$ cat src/rtl/sbr_pkg.sv
package sbr_pkg;
   localparam int BYTE_W = 8;
   localparam int IDX_W  = BYTE_W - 1;

   typedef enum logic [2:0] {
      ST_IDLE,
      ST_DEV,
      ST_DEV_ACK,
      ST_SUB,
      ST_SUB_ACK,
      ST_TX,
      ST_MACK,
      ST_WAIT
   } sbr_state_e;
endpackage

$ cat src/rtl/sbr_sync.sv
module sbr_sync #(
   parameter int W       = 2,
   parameter int STAGES  = 2,
   parameter logic [W-1:0] RST_VAL = '1
) (
   input  logic         clk,
   input  logic         rst_n,
   input  logic [W-1:0] d,
   output logic [W-1:0] q
);
   localparam int CHAIN_W = W * STAGES;

   if (STAGES < 2) begin : g_bad_stages
      $error("sbr_sync: STAGES must be at least 2");
   end

   logic [CHAIN_W-1:0] chain;

   always_ff @(posedge clk or negedge rst_n) begin
      if (!rst_n) chain <= {STAGES{RST_VAL}};
      else        chain <= {chain[CHAIN_W-W-1:0], d};
   end

   assign q = chain[CHAIN_W-1 -: W];
endmodule

$ cat src/rtl/sbr_cond_det.sv
module sbr_cond_det (
   input  logic clk,
   input  logic rst_n,
   input  logic scl_s,
   input  logic sda_s,
   output logic start_det,
   output logic stop_det,
   output logic scl_rise,
   output logic scl_fall
);
   logic scl_p, sda_p;

   always_ff @(posedge clk or negedge rst_n) begin
      if (!rst_n) begin
         scl_p <= 1'b1;
         sda_p <= 1'b1;
      end else begin
         scl_p <= scl_s;
         sda_p <= sda_s;
      end
   end

   assign start_det = scl_s & scl_p & sda_p & ~sda_s;
   assign stop_det  = scl_s & scl_p & ~sda_p & sda_s;
   assign scl_rise  = scl_s & ~scl_p;
   assign scl_fall  = ~scl_s & scl_p;
endmodule

$ cat src/rtl/sbr_fetch_ctl.sv
module sbr_fetch_ctl #(
   parameter int IDX_W  = 7,
   parameter int DATA_W = 8
) (
   input  logic              clk,
   input  logic              rst_n,
   input  logic              start_i,
   input  logic [IDX_W-1:0]  start_idx_i,
   input  logic              consume_i,
   output logic              busy_o,
   output logic              ready_o,
   output logic [IDX_W-1:0]  tag_o,
   output logic [DATA_W-1:0] data_o,
   output logic              req_o,
   input  logic              vld_i,
   input  logic [DATA_W-1:0] vld_data_i
);
   logic redo;
   logic retarget;

   assign retarget = start_i && (start_idx_i != tag_o);

   always_ff @(posedge clk or negedge rst_n) begin
      if (!rst_n) begin
         busy_o  <= 1'b0;
         ready_o <= 1'b0;
         redo    <= 1'b0;
         tag_o   <= '0;
         data_o  <= '0;
         req_o   <= 1'b0;
      end else begin
         req_o <= 1'b0;
         if (vld_i && busy_o) begin
            if (redo || retarget) begin
               req_o <= 1'b1;
               redo  <= 1'b0;
               if (start_i) tag_o <= start_idx_i;
            end else begin
               busy_o  <= 1'b0;
               ready_o <= 1'b1;
               data_o  <= vld_data_i;
            end
         end else if (start_i) begin
            tag_o <= start_idx_i;
            if (busy_o) begin
               redo <= redo | retarget;
            end else begin
               busy_o  <= 1'b1;
               ready_o <= 1'b0;
               req_o   <= 1'b1;
            end
         end else if (consume_i) begin
            ready_o <= 1'b0;
         end
      end
   end
endmodule

$ cat src/rtl/sreg_bridge_slave.sv
module sreg_bridge_slave
   import sbr_pkg::*;
#(
   parameter int             SYNC_STAGES  = 2,
   parameter logic [IDX_W-1:0] LOC_DEV    = 7'h20,
   parameter logic [IDX_W-1:0] SEN_DEV    = 7'h11,
   parameter logic [BYTE_W-1:0] INVALID_BYTE = 8'hFF
) (
   input  logic              clk,
   input  logic              rst_n,
   input  logic              scl_i,
   input  logic              sda_i,
   output logic              sda_oe,
   output logic [IDX_W-1:0]  lreg_addr,
   input  logic [BYTE_W-1:0] lreg_data,
   output logic              fetch_req,
   output logic [IDX_W-1:0]  fetch_addr,
   input  logic              fetch_vld,
   input  logic [BYTE_W-1:0] fetch_data
);
   localparam logic [2:0] LAST_BIT = 3'(BYTE_W - 1);

   if (LOC_DEV == SEN_DEV) begin : g_bad_dev
      $error("sreg_bridge_slave: the two device addresses must differ");
   end

   logic [1:0] pins_s;
   logic       scl_s, sda_s;
   logic       start_det, stop_det, scl_rise, scl_fall;

   sbr_sync #(.W(2), .STAGES(SYNC_STAGES), .RST_VAL(2'b11)) u_sync (
      .clk(clk), .rst_n(rst_n), .d({scl_i, sda_i}), .q(pins_s)
   );
   assign scl_s = pins_s[1];
   assign sda_s = pins_s[0];

   sbr_cond_det u_det (
      .clk(clk), .rst_n(rst_n), .scl_s(scl_s), .sda_s(sda_s),
      .start_det(start_det), .stop_det(stop_det),
      .scl_rise(scl_rise), .scl_fall(scl_fall)
   );

   sbr_state_e         st;
   logic [2:0]         cnt;
   logic [IDX_W-1:0]   shreg;
   logic [BYTE_W-1:0]  txsh;
   logic [IDX_W-1:0]   idx_q;
   logic               idx_ok, space_loc, ack_r, rd_r, in_ack;

   logic               f_busy, f_ready;
   logic [IDX_W-1:0]   f_tag;
   logic [BYTE_W-1:0]  f_data;

   logic [BYTE_W-1:0]  rx_byte;
   logic               is_loc, is_sen, dev_done, sub_done;
   logic               sen_hit, sen_wait, rd_ok, f_start, f_consume;

   assign rx_byte  = {shreg, sda_s};
   assign is_loc   = rx_byte[BYTE_W-1:1] == LOC_DEV;
   assign is_sen   = rx_byte[BYTE_W-1:1] == SEN_DEV;
   assign dev_done = scl_rise && (st == ST_DEV) && (cnt == LAST_BIT);
   assign sub_done = scl_rise && (st == ST_SUB) && (cnt == LAST_BIT);
   assign sen_hit  = f_ready && (f_tag == idx_q);
   assign sen_wait = f_busy && (f_tag == idx_q);
   assign rd_ok    = idx_ok && ((is_loc && space_loc) || (is_sen && !space_loc))
                     && !(!space_loc && sen_wait);
   assign f_start   = dev_done && rx_byte[0] && rd_ok && !space_loc && !sen_hit;
   assign f_consume = dev_done && rx_byte[0] && rd_ok && !space_loc && sen_hit;

   sbr_fetch_ctl #(.IDX_W(IDX_W), .DATA_W(BYTE_W)) u_fetch (
      .clk(clk), .rst_n(rst_n),
      .start_i(f_start), .start_idx_i(idx_q), .consume_i(f_consume),
      .busy_o(f_busy), .ready_o(f_ready), .tag_o(f_tag), .data_o(f_data),
      .req_o(fetch_req), .vld_i(fetch_vld), .vld_data_i(fetch_data)
   );

   assign fetch_addr = f_tag;
   assign lreg_addr  = idx_q;

   always_ff @(posedge clk or negedge rst_n) begin
      if (!rst_n) begin
         st        <= ST_IDLE;
         cnt       <= '0;
         shreg     <= '0;
         txsh      <= '0;
         idx_q     <= '0;
         idx_ok    <= 1'b0;
         space_loc <= 1'b0;
         ack_r     <= 1'b0;
         rd_r      <= 1'b0;
         in_ack    <= 1'b0;
         sda_oe    <= 1'b0;
      end else if (start_det) begin
         st     <= ST_DEV;
         cnt    <= '0;
         in_ack <= 1'b0;
         sda_oe <= 1'b0;
      end else if (stop_det) begin
         st     <= ST_IDLE;
         idx_ok <= 1'b0;
         sda_oe <= 1'b0;
      end else begin
         unique case (st)
            ST_DEV: if (scl_rise) begin
               shreg <= rx_byte[IDX_W-1:0];
               cnt   <= cnt + 3'd1;
               if (dev_done) begin
                  rd_r   <= rx_byte[0];
                  in_ack <= 1'b0;
                  st     <= ST_DEV_ACK;
                  if (rx_byte[0]) begin
                     ack_r <= rd_ok;
                     txsh  <= space_loc ? lreg_data : (sen_hit ? f_data : INVALID_BYTE);
                  end else begin
                     ack_r     <= is_loc | is_sen;
                     space_loc <= is_loc;
                     idx_ok    <= 1'b0;
                  end
               end
            end
            ST_DEV_ACK: if (scl_fall) begin
               if (!in_ack) begin
                  sda_oe <= ack_r;
                  in_ack <= 1'b1;
               end else begin
                  in_ack <= 1'b0;
                  if (!ack_r) begin
                     sda_oe <= 1'b0;
                     st     <= ST_WAIT;
                  end else if (!rd_r) begin
                     sda_oe <= 1'b0;
                     cnt    <= '0;
                     st     <= ST_SUB;
                  end else begin
                     sda_oe <= ~txsh[BYTE_W-1];
                     txsh   <= {txsh[BYTE_W-2:0], 1'b0};
                     cnt    <= 3'd1;
                     st     <= ST_TX;
                  end
               end
            end
            ST_SUB: if (scl_rise) begin
               shreg <= rx_byte[IDX_W-1:0];
               cnt   <= cnt + 3'd1;
               if (sub_done) begin
                  ack_r  <= rx_byte[BYTE_W-1] == space_loc;
                  in_ack <= 1'b0;
                  st     <= ST_SUB_ACK;
                  if (rx_byte[BYTE_W-1] == space_loc) begin
                     idx_q  <= rx_byte[IDX_W-1:0];
                     idx_ok <= 1'b1;
                  end
               end
            end
            ST_SUB_ACK: if (scl_fall) begin
               if (!in_ack) begin
                  sda_oe <= ack_r;
                  in_ack <= 1'b1;
               end else begin
                  sda_oe <= 1'b0;
                  in_ack <= 1'b0;
                  st     <= ST_WAIT;
               end
            end
            ST_TX: if (scl_fall) begin
               if (cnt == 3'd0) begin
                  sda_oe <= 1'b0;
                  st     <= ST_MACK;
               end else begin
                  sda_oe <= ~txsh[BYTE_W-1];
                  txsh   <= {txsh[BYTE_W-2:0], 1'b0};
                  cnt    <= cnt + 3'd1;
               end
            end
            ST_MACK: if (scl_rise) st <= ST_WAIT;
            default: ;
         endcase
      end
   end
endmodule

$ cat config.mk
export PLATFORM = sky130hd
export DESIGN_NAME = sreg_bridge_slave
export DESIGN_NICKNAME = d
export VERILOG_FILES = /design/src/rtl/sbr_pkg.sv /design/src/rtl/sbr_sync.sv /design/src/rtl/sbr_cond_det.sv /design/src/rtl/sbr_fetch_ctl.sv /design/src/rtl/sreg_bridge_slave.sv
export SDC_FILE = /design/constraint.sdc
export NUM_CORES = 1
export LEC_CHECK = 0
export BUFFER_PORTS_ARGS = -buffer_cell sky130_fd_sc_hd__buf_4
export CAP_MARGIN = 0
export CORE_MARGIN = 1
export CORE_UTILIZATION = 40
export DETAILED_ROUTE_END_ITERATION = 8
export PLACE_DENSITY = 0.67
export SKIP_LAST_GASP = 1
export SYNTH_ARGS = -nofsm -noshare
export SYNTH_HDL_FRONTEND = slang
export SYNTH_SLANG_ARGS = --single-unit
$ cat constraint.sdc
create_clock -name clk -period 2 [get_ports clk]
set_input_delay 0.2 -clock clk [delete_from_list [all_inputs] [get_ports clk]]
set_output_delay 0.2 -clock clk [all_outputs]
set_load 0.05 [all_outputs]
-- After elaboration in Yosys (flattened, before gate mapping)
Cells that the tools add are included.
- register bits after elaboration: 59
- bits of input ports: 21
- output and inout bits: 16
- logic and storage cells: 235
- add/subtract/negate cells: 1
- equality and inequality tests: 55
- multiplexer cells: 91
- bitwise operators: 17
- reduce and logical (&&, ||, !) cells: 51
- operators by type and width (kind ; number):
    8-bit 2-to-1 mux ; 11
    3-bit 2-to-1 mux ; 23
    1-bit 2-to-1 mux ; 47
    3-bit inequality test, second input constant ; 15
    4-bit inequality test, second input constant ; 11
    2-bit inequality test, second input constant ; 13
    8-bit one-hot mux with 3 select lines ; 1
    12-bit AND reduction ; 2
    7-bit 2-to-1 mux ; 3
    1-bit logical AND ; 18
    3-bit one-hot mux with 6 select lines ; 1
    8-bit AND reduction ; 2
    7-bit AND reduction ; 2
    3-bit == test, second input constant ; 4
    6-bit AND reduction ; 2
    3-bit one-hot mux with 3 select lines ; 1
    3-bit nonzero test ; 3
    1-bit inverter ; 8
    4-bit AND reduction ; 2
    4-bit nonzero test ; 2
    8-bit nonzero test ; 1
    1-bit bitwise AND ; 7
    7-bit by 5-bit == test with 1-bit output, second input constant ; 1
    7-bit by 6-bit == test with 1-bit output, second input constant ; 1
    other kinds (21) ; 34

-- Logic depth before layout (Yosys ltp)
Gate-level depths: netlist (run 1).
- depth in word-level cells: 13
- mapped depth: 7
- gate-level depth less buffers: 7

-- Modules after synthesis
From an unflattened synthesis (run 1), not the netlist that was laid out.
- cells, all modules: 304
- area total of the unflattened synthesis: 3284.4 µm²
- modules (own cells, without submodules) (module ; instances ; cells each ; area an instance (µm²) ; sequential area each (µm²)):
    sreg_bridge_slave ; 1 ; 232 ; 2199.6 ; 850.8
    sbr_fetch_ctl ; 1 ; 60 ; 877.1 ; 475.5
    sbr_sync ; 1 ; 6 ; 120.1 ; 105.1
    sbr_cond_det ; 1 ; 6 ; 87.6 ; 52.6

-- Least setup slack after synthesis (run 1)
OpenSTA, ideal clock, no wires.
- kind: reg-to-reg
- from: register idx_q[5] (netlist: lreg_addr[5])
- to: register u_fetch.data_o[0]
- setup time: 0.125 ns
- data arrival time: 2.063 ns
- data required time: 1.875 ns
- setup slack: -0.188 ns
- cell stages (with the launch flop): 7
- path buffers: 1
- period minus slack after synthesis: 2.188 ns
- cell sequence: dfrtp_1 > xnor2_1 > nand4_1 > nor2_1 > o21a_1 > buf_6 > mux2_4
- cells in the longest elaborated chain, start to end: 12
- elaborated cells on any way between the ends: 15
- classes of those cells: eq/ne (2); bitwise (1); reduce/logical (12)
- ends and longest elaborated chain (element ; line ; source):
    start, declared ; sreg_bridge_slave.sv:47 ; logic [IDX_W-1:0] idx_q;
    start signal, assigned ; sreg_bridge_slave.sv:150 ; idx_q <= rx_byte[IDX_W-1:0];
    7-bit == test ; sreg_bridge_slave.sv:63, sreg_bridge_slave.sv:64 ;
    1-bit logical AND ; sreg_bridge_slave.sv:64 ; assign sen_wait = f_busy && (f_tag == idx_q);
    1-bit logical AND ; sreg_bridge_slave.sv:66 ; && !(!space_loc && sen_wait);
    1-bit zero test ; sreg_bridge_slave.sv:66 ;
    1-bit logical AND ; sreg_bridge_slave.sv:66 ;
    1-bit logical AND (3 in a row) ; sreg_bridge_slave.sv:67 ; assign f_start = dev_done && rx_byte[0] && rd_ok && !space_loc && !sen_hit;
    1-bit logical AND * ; sbr_fetch_ctl.sv:21 ; assign retarget = start_i && (start_idx_i != tag_o);
    1-bit logical OR * ; sbr_fetch_ctl.sv:34 ; if (redo || retarget) begin
    1-bit inverter (no source line) * ; - ;
    2-bit AND reduction (no source line) * ; - ;
    end signal, assigned ; sbr_fetch_ctl.sv:41 ; data_o <= vld_data_i;
    end, declared ; sbr_fetch_ctl.sv:13 ; output logic [DATA_W-1:0] data_o,
Mark *: on every way between the ends. The rest lies on a longest branch, timed or not.
A chain may end at the register's enable or synchronous reset.

-- Final worst setup path (run 1)
- from: register shreg[2]
- to: register u_fetch.tag_o[1]
- cells in the longest elaborated chain, start to end: 11
- elaborated cells on any way between the ends: 16
- classes of those cells: eq/ne (3); mux (3); reduce/logical (10)
- ends and longest elaborated chain (element ; line ; source):
    start, declared ; sreg_bridge_slave.sv:45 ; logic [IDX_W-1:0] shreg;
    start signal, assigned ; sreg_bridge_slave.sv:105 ; shreg <= rx_byte[IDX_W-1:0];
    start signal, assigned ; sreg_bridge_slave.sv:143 ; shreg <= rx_byte[IDX_W-1:0];
    7-bit by 6-bit == test with 1-bit output / 7-bit by 5-bit == test with 1-bit output (equally long branches) ; sreg_bridge_slave.sv:59, sreg_bridge_slave.sv:60 ;
    1-bit logical AND ; sreg_bridge_slave.sv:65 ; assign rd_ok = idx_ok && ((is_loc && space_loc) || (is_sen && !space_loc))
    1-bit logical OR * ; sreg_bridge_slave.sv:65 ;
    1-bit logical AND * ; sreg_bridge_slave.sv:65 ;
    1-bit logical AND * ; sreg_bridge_slave.sv:66 ;
    1-bit logical AND * (3 in a row) ; sreg_bridge_slave.sv:67 ;
    7-bit 2-to-1 mux / 1-bit logical AND (equally long branches) ; - ;
    7-bit 2-to-1 mux / 1-bit logical OR (equally long branches) ; - ;
    7-bit 2-to-1 mux / 2-bit inequality test (equally long branches) ; - ;
    end signal, assigned ; sbr_fetch_ctl.sv:37 ; if (start_i) tag_o <= start_idx_i;
    end signal, assigned ; sbr_fetch_ctl.sv:44 ; tag_o <= start_idx_i;
    end, declared ; sbr_fetch_ctl.sv:12 ; output logic [IDX_W-1:0] tag_o,
Mark *: on every way between the ends. The rest lies on a longest branch, timed or not. The select of a mux whose other input is x is not followed.

==> results of run 1 <==
==> cell usage after synthesis, types with 2 or more instances <==
master	instances	area (sq um)
o2bb2ai_1	7	61.3
and3b_1	2	17.5
ha_1	3	37.5
o41ai_1	2	17.5
inv_1	6	22.5
nor2b_1	7	43.8
xor2_1	2	17.5
nand3b_1	2	15.0
o21ai_0	20	100
mux2_4	8	120
dfrtp_1	53	1330
nor2_1	16	60.1
nand4b_1	3	26.3
clkbuf_1	5	18.8
o21a_1	3	22.5
nand2_1	14	52.6
dfstp_2	6	158
or3b_2	2	17.5
nand3_1	9	45.0
a21boi_0	2	15.0
nor4_1	9	56.3
a21oi_1	9	45.0
buf_2	2	10.0
xnor2_1	7	61.3
nand2b_1	3	18.8
nor3b_1	2	15.0
a31oi_1	2	12.5
a211oi_1	2	15.0
o22ai_1	2	12.5
mux2_2	29	327
nor3_1	2	10.0
and2_1	2	12.5
==> final timing paths <==
kind / from / end / slack, ns / cells past startpoint
worst min-delay path: fetch_data[1] / u_fetch.data_o[1] / 0.09 / 2
worst max-delay path: shreg[2] / u_fetch.tag_o[1] / -0.07 / 6
min in group asynchronous: rst_n / st[2] / 0.46 / 2
max in group asynchronous: rst_n / lreg_addr[1] / 0.99 / 2
worst min register to register: u_sync.chain[1] / u_sync.chain[3] / 0.36 / 0
worst max register to register: shreg[2] / u_fetch.tag_o[1] / -0.07 / 6
==> per-layer routing <==
layer  part of all wire [%]  vias up
met1                     48     1158
met2                     46       56
met4                    1.4        0
met3                    4.4       13
met5                      0        -
li1                       -     1148
==> stage by stage <==
| step | setup TNS [ns] | utilization [%] | cell area, sq um | hold slack, ns |
|---|---|---|---|---|
| after floorplan | -1.59 | - | 3050 | -0.0956 |
| after global placement | -1.86 | 50.7 | 3680 | 0.310 |
| after detailed placement | -2.36 | 50.7 | 3680 | 0.312 |
| after CTS | -1.28 | 54.4 | 3940 | 0.0807 |
| after global routing | -2.14 | 55.3 | 4010 | 0.0654 |
| final | -0.945 | 55.3 | 4010 | 0.0881 |
==> power by group through the flow <==
stage	logic, uW	registers, uW	clock network (uW)
after floorplan	523	1580	0
after global placement	814	1590	0
after detailed placement	840	1590	0
after CTS	852	1580	1140
after global routing	950	1620	1200
final	862	1580	1100
==> registers in the layout, indices dropped and copies added (netlist names), 3 cells and up <==
| signal | flops |
|---|---|
| txsh | 8 |
| u_fetch.data_o | 8 |
| lreg_addr | 7 |
| shreg | 7 |
| u_fetch.tag_o | 7 |
| u_sync.chain | 4 |
| cnt | 3 |
| st | 3 |
==> cell families (layout without fill, tap and decap cells) <==
family / Yosys count / in the layout / share of synthesized area (%)
AND/OR/NAND/NOR: 80 / 80 / 15.3
AO/OA/AOI/OAI: 62 / 62 / 14.1
flip-flops: 59 / 59 / 49.4
multiplexers: 38 / 38 / 15.2
buffers and inverters: 14 / 99 / 2.08
XOR/XNOR: 9 / 9 / 2.62
adder cells (fa/ha/maj): 3 / 3 / 1.25
==> cell type report <==
type / instances / area [sq um]
Fill cell: 648 / 3250
Multi-Input combinational cell: 192 / 1560
Sequential cell: 59 / 1500
Timing Repair Buffer: 77 / 598
Clock buffer: 11 / 141
Tap cell: 99 / 124
Clock inverter: 5 / 62.6
Inverter: 6 / 22.5
==> worst max-delay path: stages, from the launching register on <==
cell     delay (ns)
dfrtp_1        0.38
or4_4          0.55
nor4b_4        0.25
nand3_2        0.17
a21oi_4        0.17
buf_12         0.15
mux2_4         0.30
==> repair_timing <==
item                       4_1_cts  5_1_grt
hold endpoints to repair        55        0
setup endpoints to repair       17       29
buffers inserted                 2        1
gates resized for setup          5       14
pin swaps                        4        7
hold buffers                     3        0
==> key figures, run 1 <==
Synth
  – Seq cells post-synth: 59
  – Syn_nets: 289
  – Mapped Cells: 265
  – Post-synthesis async set-or-reset flop share: 100%
  – Synth Cell Area: 0.00300 sq mm
  – Sequential cell area fraction in the yosys report: 49.4%
  – Syn avg cell area: 11.3 sq um
  – Yosys warnings: 0
  – Post-synth EDFFs: 0
  – Top_reg_cell synth: dfrtp_1
  – Synth cell types: 54

Route
  – DR vias/cell: 5.29
  – DRC violation total after the first TritonRoute iteration: 92
  – TritonRoute pass-1 iters: 4
  – DR DRC count: 0
  – Via count: 2375
  – DR WL/cell: 14.8 um
  – DRT antenna net count: 0
  – Wirelength, routed: 6620 um

GRT
  – Vias in the first global route: 2302
  – Initial antenna violation count: 0
  – Largest net degree at the start of global routing: 60
  – Met1 usage: 25.2%
  – First-pass GRT wire length: 11100 um
  – Met3 usage: 6.44%
  – GR peak layer: met2
  – Gr ovfl total: 0
  – GRT Overall Usage: 18.9%
  – GR Util met2: 29.3%

Power
  – Clock power share: 31.1%
  – Logic pwr share: 24.3%
  – Final Total Pwr: 3550 uW
  – Cell-internal power: 2560 uW
  – Reg power frac: 44.6%
  – Switching share of power: 27.9%
  – Peak VDD IR: 0.000353 V
  – Psw: 991 uW
  – Power per cell area: 885 mW/mm^2
  – Pleak: 0.00177 uW

STA
  – Final period util: 104%
  – Worst setup margin: -0.0707 ns
  – Layout Skew: 0.0140 ns
  – Final setup vio count: 17
  – Max Fclk: 483 MHz
  – Clock period minus worst slack: 2.07 ns
  – Worst Max-Slew Pin Slew: 0.748 ns
  – Max-slew headroom: 50.1%
  – Endpoints failing hold: 0
  – Unrepaired setup endpoints after global routing: true
  – Slew Limit Fails: 0

Setup path
  – Crit. End Element: flop
  – Crit path launch type: flop
  – CP Max Fanout: 7
  – CP required: 2.22 ns
  – Crit path kind: flop to flop
  – Worst EP arrival: 2.29 ns

Clocking
  – H-tree depth: 3
  – Worst-path clk slew: 0.07 ns
  – CTS tree: built
  – Sink Count: 59
  – Num CTS Buffers: 9
  – CTS max path bufs: 2
  – Worst-Skew Late Latency: 0.34 ns
  – Clk root buf: clkbuf_8

Cells and area
  – Antenna Cells: 0
  – Fraction of layout cells with a size suffix above 1: 48.0%
  – Layout area overhead: 33.4%
  – Fin nets: 369
  – Commonest non-fill, non-tap cell in the layout: buf_4
  – Finished Layout Cells: 449
  – Commonest non-fill, non-tap cells in the layout: buf_4 (73), dfrtp_1 (42), mux2_2 (22), o21ai_0 (19), mux2_4 (15)

Floorplan
  – Vertical die dimension: 88.7 um
  – Die Width: 88.7 um
  – Die footprint: 0.00786 sq mm
  – Core area: 0.00725 sq mm
  – Initial Utilization: 41.4%
  – Rows: 31
  – Total I/O pin count: 37

Run status
  – Failing checks: setup timing
  – Status: finished with violations

Hold path
  – Worst hold path type: input port to flop

Placement
  – Final GP Congestion: 0.828
  – Port-buffer cells: 36
  – Dpl cells: 427
  – Placement Setup Slack: -0.228 ns
  – Post-DP HPWL: 4560 um

Run
  – Max Cap Violations: 0
Note: power is estimated with default switching activity, not from simulation.
==> inputs of run 2 (changes only) <==
--- a/config.mk
+++ b/config.mk
@@ -8,9 +8,9 @@
 export BUFFER_PORTS_ARGS = -buffer_cell sky130_fd_sc_hd__buf_4
 export CAP_MARGIN = 0
 export CORE_MARGIN = 1
-export CORE_UTILIZATION = 40
+export CORE_UTILIZATION = 45
 export DETAILED_ROUTE_END_ITERATION = 8
-export PLACE_DENSITY = 0.67
+export PLACE_DENSITY = 0.73
 export SKIP_LAST_GASP = 1
 export SYNTH_ARGS = -nofsm -noshare
 export SYNTH_HDL_FRONTEND = slang
==> key figures, run 2 (synthesis results as in run 1) <==
Cells and area
  – Fin area: 0.00401 sq mm (+0.13%)
  – Layout area overhead: 33.6%
  – Commonest non-fill, non-tap cell in the layout: buf_4
  – Fraction of layout cells with a size suffix above 1: 48.7% (+0.75 points)
  – Commonest non-fill, non-tap cells in the layout: buf_4 (79), dfrtp_1 (42), mux2_2 (22), o21ai_0 (18), mux2_4 (15)
  – Fin nets: 378 (+2.4%)
  – Antenna Cells: 0 (unchanged)
  – Largest registers: txsh x8, u_fetch.data_o x8
  – Finished Core Util: 62.8% (+7.6 points)

Clocking
  – H-tree depth: 3 (unchanged)
  – CTS tree: built
  – Sink Count: 59 (unchanged)
  – Worst-Skew Late Latency: 0.34 ns (about the same)
  – Worst-path clk slew: 0.07 ns (about the same)
  – CTS max path bufs: 2 (unchanged)
  – Clk root buf: clkbuf_8
  – Num CTS Buffers: 9 (unchanged)

Setup path
  – Crit path launch type: flop
  – Crit path kind: flop to flop
  – CP Buf/Inv Count: 1 (unchanged)
  – Crit. End Element: flop
  – CP Max Fanout: 5 (-2)
  – CP Cell Sequence: or4_4, nor4b_4, nand3_4, a21oi_4, buf_6, mux2_4
  – Worst EP arrival: 2.39 ns (+0.10 ns)
  – Crit path max-delay family: simple AND/OR/NAND/NOR gates
  – CP required: 2.23 ns (about the same)
  – Slowest stage delay, CP: 0.56 ns (about the same)
  – Slowest cell on crit path: or4_4

Floorplan
  – Die footprint: 0.00701 sq mm (-11%)
  – Initial Utilization: 47.0% (+5.6 points)
  – Vertical die dimension: 83.7 um (-5.6%)
  – Core area: 0.00639 sq mm (-12%)
  – Rows: 29 (-6.5%)
  – Die Width: 83.7 um (-5.6%)
  – Total I/O pin count: 37 (unchanged)

Power
  – Peak VDD IR: 0.000522 V (+48%)
  – Power per cell area: 853 mW/mm^2 (-3.7%)
  – Pleak: 0.00182 uW (+2.7%)

Placement
  – Post-DP HPWL: 4760 um (+4.5%)
  – Final GP Congestion: 0.896 (+8.2%)
  – Port-buffer cells: 36 (unchanged)
  – Dpl cell area: 0.00368 sq mm (+0.14%)

STA
  – Final setup vio count: 17 (unchanged)
  – Layout Skew: 0.00783 ns (-0.00622 ns)
  – Slew Limit Fails: 0 (unchanged)
  – Max-slew headroom: 51.9% (+1.8 points)
  – Worst Max-Slew Pin Slew: 0.721 ns (-0.0269 ns)
  – Endpoints failing hold: 0 (unchanged)
  – Hold_ws: 0.0884 ns (+0.000270 ns)
  – Unrepaired setup endpoints after global routing: true
  – Worst setup margin: -0.160 ns (-0.0893 ns)
  – Clock period minus worst slack: 2.16 ns (+0.0893 ns)
  – Max Fclk: 463 MHz (-4.1%)
  – Final setup TNS: -2.12 ns (-1.18 ns)
  – Final period util: 108% (+4.5 points)

GRT
  – First-pass GRT wire length: 11100 um (about the same)
  – Initial antenna violation count: 0 (unchanged)
  – Largest net degree at the start of global routing: 60 (unchanged)
  – Vias in the first global route: 2296 (-0.26%)
  – GRT Overall Usage: 20.2% (+1.3 points)
  – Gr ovfl total: 0 (unchanged)

Run
  – Max Cap Violations: 0 (unchanged)

Route
  – DR DRC count: 0 (unchanged)
  – DR vias/cell: 5.44 (+2.8%)
  – DR WL/cell: 15.8 um (+7.2%)
  – Wirelength, routed: 6890 um (+4.1%)
  – DRT antenna net count: 0 (unchanged)
  – DRC violation total after the first TritonRoute iteration: 170 (+85%)
  – Via count: 2371 (-0.17%)
  – TritonRoute pass-1 iters: 4 (unchanged)

Run status
  – Status: finished with violations
  – Failing checks: setup timing

Hold path
  – Worst hold path type: input port to flop
==> run 2: cell type report <==
type	instances	area, sq um
well taps	77	96.3
multi-input cells	193	1570
fillers	514	2370
clock inverters	5	30.0
clock buffers	11	141
inverters	6	22.5
repair buffers	85	657
flip-flops and latches	59	1500
==> run 2: worst paths after layout <==
path	endpoint	cells past startpoint	start	slack, ns
worst max-delay path	u_fetch.tag_o[0]	6	shreg[2]	-0.16
worst min-delay path	u_fetch.data_o[3]	2	fetch_data[3]	0.09
worst max register to register	u_fetch.tag_o[0]	6	shreg[2]	-0.16
worst min register to register	u_sync.chain[3]	0	u_sync.chain[1]	0.36
max in group asynchronous	lreg_addr[3]	2	rst_n	1.03
min in group asynchronous	txsh[5]	2	rst_n	0.46
==> run 2: worst register-to-register path, delay by kind of cell (launching register included) <==
family / cells / cell delay [ns]
AO/OA/AOI/OAI: 1 / 0.17
multiplexers: 1 / 0.30
AND/OR/NAND/NOR: 3 / 1.05
buffers and inverters: 1 / 0.15
flip-flops: 1 / 0.39
==> run 2: report_power, final <==
group | total, uW | switching, uW | internal (uW) | leakage, uW
logic | 897 | 373 | 524 | 0.000998
clock network | 943 | 468 | 476 | 0.0000851
registers | 1580 | 153 | 1430 | 0.000732
total | 3420 | 993 | 2430 | 0.00182
==> run 2: what timing repair did <==
action                                  4_1_cts  5_1_grt
resized for setup                             9       14
buffers inserted                              2        3
hold buffers                                  3        0
endpoints found under the hold margin        55        0
cloned                                        0        1
endpoints found under the setup margin       24       29
pin swaps                                     1        4
==> run 2: per-layer routing <==
| metal | share of wire (%) | global-route usage (%) | up-vias |
|---|---|---|---|
| met2 | 47 | 31.6 | 52 |
| met3 | 4.0 | 5.04 | 10 |
| met1 | 47 | 26.9 | 1142 |
| met5 | 0 | 0 | - |
| met4 | 1.8 | 8.47 | 0 |
| li1 | - | - | 1167 |
==> run 2: through the flow <==
stage	cells	worst slack, ns	total power, uW
finish	436	-0.160	3420
CTS	432	-0.148	3420
floorplan	265	-0.124	2100
global route	436	-0.252	3590
global placement	411	-0.214	2410
detailed placement	411	-0.269	2440
==> inputs of run 3 (changes only) <==
==> constraint.sdc (replaced) <==
create_clock -name clk -period 2 [get_ports clk]
set_input_delay 0.2 -clock clk [delete_from_list [all_inputs] [get_ports clk]]
set_output_delay 0.2 -clock clk [all_outputs]
set_load 0.02 [all_outputs]
==> key figures, run 3 (synthesis results as in run 1) <==
Route
  – TritonRoute pass-1 iters: 4 (unchanged)
  – DRC violation total after the first TritonRoute iteration: 114 (-33%)
  – Wirelength, routed: 6690 um (-2.9%)
  – Via count: 2332 (-1.6%)
  – DRT antenna net count: 0 (unchanged)
  – DR vias/cell: 5.47 (+0.66%)
  – DR DRC count: 0 (unchanged)
  – DR WL/cell: 15.7 um (-0.62%)

Floorplan
  – Die Width: 83.7 um (unchanged)
  – Initial Utilization: 47.0% (unchanged)
  – Total I/O pin count: 37 (unchanged)
  – Vertical die dimension: 83.7 um (unchanged)
  – Core area: 0.00639 sq mm (unchanged)
  – Die footprint: 0.00701 sq mm (unchanged)
  – Rows: 29 (unchanged)

Cells and area
  – Fin nets: 368 (-2.6%)
  – Finished Core Util: 62.3% (-0.49 points)
  – Commonest non-fill, non-tap cell in the layout: buf_4
  – Antenna Cells: 0 (unchanged)
  – Fin area: 0.00398 sq mm (-0.78%)
  – # fillers: 496 (-3.5%)
  – Largest registers: txsh x8, u_fetch.data_o x8
  – Commonest non-fill, non-tap cells in the layout: buf_4 (71), dfrtp_1 (53), mux2_2 (22), o21ai_0 (19), mux2_4 (15)
  – Layout area overhead: 32.5%
  – Finished Layout Cells: 426 (-2.3%)
  – Fraction of layout cells with a size suffix above 1: 45.0% (-3.8 points)

Placement
  – Dpl cells: 404 (-1.7%)
  – Placement Setup Slack: -0.334 ns (-0.0643 ns)
  – Dpl cell area: 0.00362 sq mm (-1.5%)
  – Port-buffer cells: 36 (unchanged)
  – Post-DP HPWL: 4530 um (-4.9%)
  – Final GP Congestion: 0.900 (+0.40%)

GRT
  – First-pass GRT wire length: 10900 um (-1.9%)
  – GRT Overall Usage: 19.9% (-0.37 points)
  – Gr ovfl total: 0 (unchanged)
  – Initial antenna violation count: 0 (unchanged)
  – Largest net degree at the start of global routing: 60 (unchanged)
  – Vias in the first global route: 2208 (-3.8%)

Power
  – Pleak: 0.00180 uW (-0.94%)
  – Power per cell area: 921 mW/mm^2 (+7.9%)
  – Peak VDD IR: 0.000637 V (+22%)
  – Final Total Pwr: 3670 uW (+7.1%)

STA
  – Max Fclk: 467 MHz (+0.87%)
  – Slew Limit Fails: 0 (unchanged)
  – Clock period minus worst slack: 2.14 ns (-0.0186 ns)
  – Final setup vio count: 16 (-1)
  – Max-slew headroom: 50.9% (-1.0 points)
  – Worst setup margin: -0.141 ns (+0.0186 ns)
  – Worst Max-Slew Pin Slew: 0.736 ns (+0.0151 ns)
  – Unrepaired setup endpoints after global routing: true
  – Endpoints failing hold: 0 (unchanged)
  – Layout Skew: 0.0103 ns (+0.00246 ns)
  – Final period util: 107% (-0.93 points)

Run
  – Max Cap Violations: 0 (unchanged)

Setup path
  – CP required: 2.23 ns (about the same)
  – Crit path launch type: flop
  – CP Max Fanout: 9 (+4)
  – Crit path kind: flop to flop
  – Crit. End Element: flop
  – FF-to-FF path depth: 5 (-1)
  – Worst EP arrival: 2.37 ns (-0.02 ns)

Clocking
  – H-tree depth: 3 (unchanged)
  – Sink Count: 59 (unchanged)
  – Worst-path clk slew: 0.07 ns (about the same)
  – CTS max path bufs: 2 (unchanged)
  – Num CTS Buffers: 9 (unchanged)
  – CTS tree: built
  – Clk root buf: clkbuf_8
  – Worst-Skew Late Latency: 0.34 ns (about the same)

Run status
  – Status: finished with violations
  – Failing checks: setup timing

Hold path
  – Worst Hold Depth: 2 (unchanged)
  – Worst hold path type: input port to flop
==> run 3: changes by cell type in the layout (fill, tap and decap cells not counted), moves of 2 or more <==
cell / previous run / this run
buf_4: 79 / 71
buf_6: 3 / 1
bufinv_16: 0 / 2
clkinv_2: 3 / 1
dfrtp_1: 42 / 53
dfrtp_2: 11 / 0
==> run 3: metrics by stage <==
step / hold slack, ns / TNS [ns]
after global routing: 0.0729 / -3.91
final: 0.0819 / -1.97
after global placement: 0.310 / -3.18
after detailed placement: 0.309 / -4.39
after CTS: 0.0640 / -2.33
after floorplan: -0.0956 / -1.58
==> run 3: final timing paths <==
| kind | start | endpoint | slack, ns |
|---|---|---|---|
| min in group asynchronous | rst_n | st[1] | 0.46 |
| max | shreg[2] | u_fetch.data_o[3] | -0.14 |
| min reg2reg | u_sync.chain[0] | u_sync.chain[2] | 0.36 |
| max in group asynchronous | rst_n | rd_r | 1.04 |
| min | fetch_data[2] | u_fetch.data_o[2] | 0.08 |
| max reg2reg | shreg[2] | u_fetch.data_o[3] | -0.14 |
==> run 3: repair_timing <==
action | in CTS | in global routing
gates resized for setup | 5 | 16
pin swaps | 1 | 7
endpoints found under the setup margin | 23 | 31
buffers inserted | 1 | 2
hold endpoints to repair | 55 | 0
hold buffers | 3 | 0
==> run 3: power breakdown <==
group	leakage (uW)	internal, uW	switching [uW]
Clock	0.000108	734	479
Combinational	0.000939	501	374
Sequential	0.000750	1430	148
==> run 3: per-layer routing <==
layer | wire length, um | GRT usage (%)
met4 | 161 | 10.6
met5 | 0 | 0
met2 | 3140 | 30.2
met1 | 3190 | 26.8
met3 | 199 | 3.96
==> run 3: critical path: stages (launching register included) <==
cell,delay [ns]
dfrtp_1,0.39
or4_4,0.58
nor4b_4,0.28
nand3_2,0.17
o21a_4,0.30
mux2_4,0.32
==> run 3: area by class of cell <==
class,instances,area [sq um],area share [%]
multi-input combinational,192,1560,39.1
sequential,59,1480,37.3
timing repair buffer,76,594,14.9
clock buffer,10,138,3.46
tap,77,96.3,2.42
clock inverter,6,88.8,2.23
inverter,6,22.5,0.566
